File: config.mk
export PLATFORM = sky130hd
export DESIGN_NAME = selfsync_scrambler
export DESIGN_NICKNAME = d
export VERILOG_FILES = /design/src/rtl/scr_pkg.sv /design/src/rtl/scr_history.sv /design/src/rtl/scr_tap_xor.sv /design/src/rtl/selfsync_scrambler.sv
export SDC_FILE = /design/constraint.sdc
export NUM_CORES = 1
export LEC_CHECK = 0
export ABC_AREA = 0
export BUFFER_PORTS_ARGS = -buffer_cell sky130_fd_sc_hd__buf_2
export CELL_PAD_IN_SITES_DETAIL_PLACEMENT = 2
export CELL_PAD_IN_SITES_GLOBAL_PLACEMENT = 2
export CORE_ASPECT_RATIO = 1.4
export CORE_MARGIN = 5
export CORE_UTILIZATION = 37
export DETAILED_ROUTE_END_ITERATION = 12
export MAX_ROUTING_LAYER = met4
export PLACE_DENSITY_LB_ADDON = 0.1
export SETUP_SLACK_MARGIN = 0.02
export SLEW_MARGIN = 40
export SYNTH_ARGS = -nofsm -noshare
export SYNTH_HDL_FRONTEND = slang
export SYNTH_SLANG_ARGS = --single-unit
File: constraint.sdc
create_clock -name clk -period 3.1 [get_ports clk]
set_clock_uncertainty 0.05 [all_clocks]
set_input_delay 0.775 -clock clk [delete_from_list [all_inputs] [get_ports clk]]
set_output_delay 0.775 -clock clk [all_outputs]
set_load 0.02 [all_outputs]
File: src/rtl/scr_pkg.sv
package scr_pkg;
   typedef enum logic {
      SCR_DIR_WHITEN  = 1'b0,
      SCR_DIR_RESTORE = 1'b1
   } scr_dir_e;
endpackage

File: src/rtl/scr_history.sv
module scr_history #(
   parameter int DEPTH = 17
) (
   input  logic             clk,
   input  logic             rst,
   input  logic             shift_en,
   input  logic             line_bit,
   output logic [DEPTH-1:0] hist
);
   // hist[0] is the newest line bit, hist[DEPTH-1] the oldest
   generate
      if (DEPTH < 2) begin : g_bad_depth
         $error("scr_history: DEPTH must be at least 2");
      end
   endgenerate

   always_ff @(posedge clk) begin
      if (rst)           hist <= '0;
      else if (shift_en) hist <= {hist[DEPTH-2:0], line_bit};
   end

   assert_clear_on_reset_R1: assert property (@(posedge clk)
      rst |=> hist == '0);

   assert_hold_when_idle_R5: assert property (@(posedge clk) disable iff (rst)
      !shift_en |=> $stable(hist));

   assert_shift_order_R2: assert property (@(posedge clk) disable iff (rst)
      shift_en |=> hist[DEPTH-1:1] == $past(hist[DEPTH-2:0]));
endmodule

File: src/rtl/scr_tap_xor.sv
module scr_tap_xor #(
   parameter int DEPTH = 17,
   parameter int TAP_NEAR = 12,
   parameter int TAP_FAR = 17
) (
   input  logic [DEPTH-1:0] hist,
   output logic             fb
);
   localparam logic [DEPTH-1:0] SEL_MASK =
      (DEPTH'(1) << (TAP_NEAR - 1)) | (DEPTH'(1) << (TAP_FAR - 1));

   generate
      if (TAP_NEAR < 1 || TAP_NEAR >= TAP_FAR || TAP_FAR > DEPTH) begin : g_bad_taps
         $error("scr_tap_xor: taps must satisfy 1 <= TAP_NEAR < TAP_FAR <= DEPTH");
      end
   endgenerate

   logic [DEPTH-1:0] picked;
   for (genvar i = 0; i < DEPTH; i++) begin : g_pick
      assign picked[i] = hist[i] & SEL_MASK[i];
   end

   assign fb = ^picked;
endmodule

File: src/rtl/selfsync_scrambler.sv
module selfsync_scrambler #(
   parameter int TAP_NEAR = 12,
   parameter int TAP_FAR  = 17,
   parameter bit REG_OUT  = 1'b1
) (
   input  logic clk,
   input  logic rst,
   input  logic mode,
   input  logic din,
   input  logic din_valid,
   output logic dout,
   output logic dout_valid
);
   import scr_pkg::*;

   localparam int DEPTH = TAP_FAR;

   scr_dir_e          dir;
   logic [DEPTH-1:0]  hist;
   logic              fb;
   logic              res_bit;
   logic              line_bit;

   assign dir      = scr_dir_e'(mode);
   assign res_bit  = din ^ fb;
   // whitening feeds back its own output; restoring feeds back the received bit
   assign line_bit = (dir == SCR_DIR_RESTORE) ? din : res_bit;

   scr_history #(.DEPTH(DEPTH)) u_hist (
      .clk      (clk),
      .rst      (rst),
      .shift_en (din_valid),
      .line_bit (line_bit),
      .hist     (hist)
   );

   scr_tap_xor #(.DEPTH(DEPTH), .TAP_NEAR(TAP_NEAR), .TAP_FAR(TAP_FAR)) u_taps (
      .hist (hist),
      .fb   (fb)
   );

   generate
      if (REG_OUT) begin : g_reg_out
         always_ff @(posedge clk) begin
            if (rst) begin
               dout       <= 1'b0;
               dout_valid <= 1'b0;
            end else begin
               dout_valid <= din_valid;
               if (din_valid) dout <= res_bit;
            end
         end

         assert_valid_follows_R4: assert property (@(posedge clk) disable iff (rst)
            1'b1 |=> dout_valid == $past(din_valid));

         assert_out_enters_hist_R2: assert property (@(posedge clk) disable iff (rst)
            (din_valid && mode == 1'b0) |=> dout == hist[0]);

         assert_rx_enters_hist_R3: assert property (@(posedge clk) disable iff (rst)
            (din_valid && mode == 1'b1) |=> hist[0] == $past(din));

         assert_dout_holds_R5: assert property (@(posedge clk) disable iff (rst)
            !din_valid |=> $stable(dout));
      end else begin : g_comb_out
         assign dout       = res_bit;
         assign dout_valid = din_valid;
      end
   endgenerate
endmodule

==> impl_metrics.json <==
{
  "die_w_um": 46.4,
  "synth_area_leaders": "dfxtp_1 55%, mux2i_1 23%, nor2_1 9.3%, nand2b_1 1.8%, a311oi_1 1.3%",
  "fin_setup_tns_ns": 0,
  "synth_top_area_cell": "dfxtp_1",
  "io-pin-count": 7,
  "cpPeakStageDelay_ns": 0.34,
  "antenna_found_initial": 0,
  "fin_crit_ns": 1.62,
  "wirelength_mm": 1.18,
  "dp_slack_ns": 1.23,
  "grt_max_degree": 21,
  "die_y_um": 60.9,
  "io_buffers": 6,
  "num_vias": 457,
  "p_per_area_nw_per_um2": 529,
  "post-route-period-util": 0.521,
  "die_area_um2": 2830,
  "cp_slowest_cell": "dfxtp_1",
  "hold_buffers": 0,
  "synth_common_cells": "19 x dfxtp_1, 17 x nor2_1, 16 x mux2i_1, 2 x nand2b_1",
  "avgViaCountPerCell": 5.02,
  "syn_inst": 65,
  "cts-root-buf": "clkbuf_4",
  "dr.pass1.iters": 2,
  "critPathBufInv": 1,
  "grt_busiest_layer": "met2",
  "clock_sinks": 19,
  "overflow": 0,
  "avgSynthCellArea_um2": 10.5,
  "ys_ff_latch": 19,
  "antenna_cells": 0,
  "grt_use_met1": 0.0998,
  "wl_per_cell_um": 13.0,
  "grt_usage": 0.107,
  "routabilityCongestion": 0.618,
  "rsz0062_at_grt": "false",
  "whs_path_depth": 2,
  "clk_pin_slew_ns": 0.11,
  "hold_end": "u_hist.hist[0]",
  "final_max_slew_viol_count": 0,
  "synth_top_area_share": 0.555,
  "cp_max_fo": 2,
  "outcome": "finished clean",
  "fin_nets": 77,
  "post-route-util": 0.426,
  "grt_pass1_wl_mm": 2.06,
  "r2r-start": "u_hist.hist[11]",
  "use_met2": 0.189,
  "hpwlAfterDp_um": 790,
  "hold_viol": 0,
  "cts_tree": "built",
  "ant_nets": 0,
  "synth_cell_types": 15,
  "start_util": 0.390,
  "ctsResizeCount": 0,
  "async_reset_ff_frac": 0,
  "grt_pass1_vias": 507,
  "yosys_warnings": 0,
  "worst_pin_slew_ns": 0.518,
  "ff2ff_setup_slack_ns": 1.90,
  "critPathArrivalTime_ns": 0.79,
  "synthesis.area_um2": 686,
  "cp.required_ns": 2.27,
  "seq_area_frac_synth": 0.555,
  "endpoint_kind": "output port",
  "hp-start": "u_hist.hist[0]",
  "clock_path_buffers": 2,
  "hold_class": "flip-flop to flip-flop",
  "r2r_cells": 3,
  "yosys_most_used_dff": "dfxtp_1",
  "drive_gt1_frac": 0.141,
  "crit_type": "flip-flop to output port",
  "startpoint_type": "flip-flop",
  "synth.most_common_cell": "dfxtp_1",
  "fin_ws_ns": 1.48,
  "clock_latency_ns": 0.29,
  "r2r_end": "u_hist.hist[0]",
  "drt_iter0_drc": 6,
  "h-tree-depth": 1,
  "cp_top_family": "flip-flops",
  "leakagePower_nw": 0.327,
  "syn_nets": 70,
  "row_count": 18,
  "cts_buffers": 3,
  "setup_viol": 0,
  "fmax_mhz": 619,
  "grt_use_met3": 0.0297,
  "peakVddDrop_mv": 0.250,
  "cts_setup_buffers": 0,
  "slew-limit-headroom": 0.655,
  "path_cells": "buf_2",
  "area_delta_synth_final_pct": 9.12,
  "drc": 0,
  "synth_edf_count": 0,
  "fillers": 203,
  "whs_ns": 0.444,
  "coreArea_um2": 1760,
  "cap_violations": 0
}
==> per-stage QoR <==
| step | power (mW) | cell area, µm² | std cells |
|---|---|---|---|
| floorplan | 0.273 | 686 | 65 |
| global placement | 0.279 | 721 | 87 |
| detailed placement | 0.279 | 721 | 87 |
| CTS | 0.405 | 748 | 91 |
| global route | 0.418 | 748 | 91 |
| finish | 0.396 | 748 | 91 |
==> state kept, by name, indices dropped and copies added (netlist names) <==
name,count
dout,1
dout_valid,1
u_hist.hist,17
==> worst reg2reg max path, cell delays in order, from the launching register on <==
cell	delay, ns
dfxtp_1	0.35
xnor2_1	0.16
or3_1	0.32
a311oi_1	0.24
==> power by group <==
part           switching, mW  internal [mW]
Sequential           0.00145          0.247
Clock                 0.0750         0.0480
Combinational         0.0146        0.00968
Total                 0.0911          0.305
==> per-layer routing <==
layer / share of wire / vias up
met1: 0.43 / 221
met5: 0 / -
li1: - / 228
met2: 0.51 / 6
met3: 0.047 / 2
met4: 0.0068 / 0
==> final cells by class <==
cell class | instances | area, µm² | area share
sequential | 19 | 380 | 0.508
multi-input combinational | 42 | 285 | 0.381
timing repair buffer | 6 | 30.0 | 0.0401
tap | 20 | 25.0 | 0.0334
clock buffer | 3 | 22.5 | 0.0301
clock inverter | 1 | 5.00 | 0.00669
==> placed cells by master (no fill, tap or decap), drive strengths merged <==
| cell | synthesis | routed |
|---|---|---|
| nor2b | 1 | 1 |
| o221ai | 1 | 1 |
| or3 | 1 | 1 |
| dfxtp | 19 | 19 |
| mux2i | 16 | 16 |
| nand2b | 2 | 2 |
| xnor2 | 1 | 1 |
| nand3 | 1 | 1 |
| o21ai | 1 | 1 |
| a311oi | 1 | 1 |
| clkbuf | 1 | 3 |
| clkinv | 0 | 1 |
| nor2 | 17 | 17 |
| buf | 3 | 6 |
==> kinds of logic after synthesis <==
| group | count (synthesis) | share of synthesized area |
|---|---|---|
| AOI/OAI and AO/OA | 3 | 0.0328 |
| and+or+nand+nor | 22 | 0.137 |
| buffers and inverters | 4 | 0.0292 |
| muxes | 16 | 0.234 |
| DFF | 19 | 0.555 |
| xor gates and xnor gates | 1 | 0.0128 |
==> worst max-delay path by stage <==
stage,startpoint,cells after the start,end,slack (ns)
after floorplan,din_valid,4,u_hist.hist[10],1.49
after CTS,dout,1,dout,1.46
final,dout,1,dout,1.48
after detailed placement,din_valid,4,dout,1.23
after global placement,din_valid,4,dout,1.30
after global routing,dout,1,dout,1.44
(Power assumes the default switching activity.)
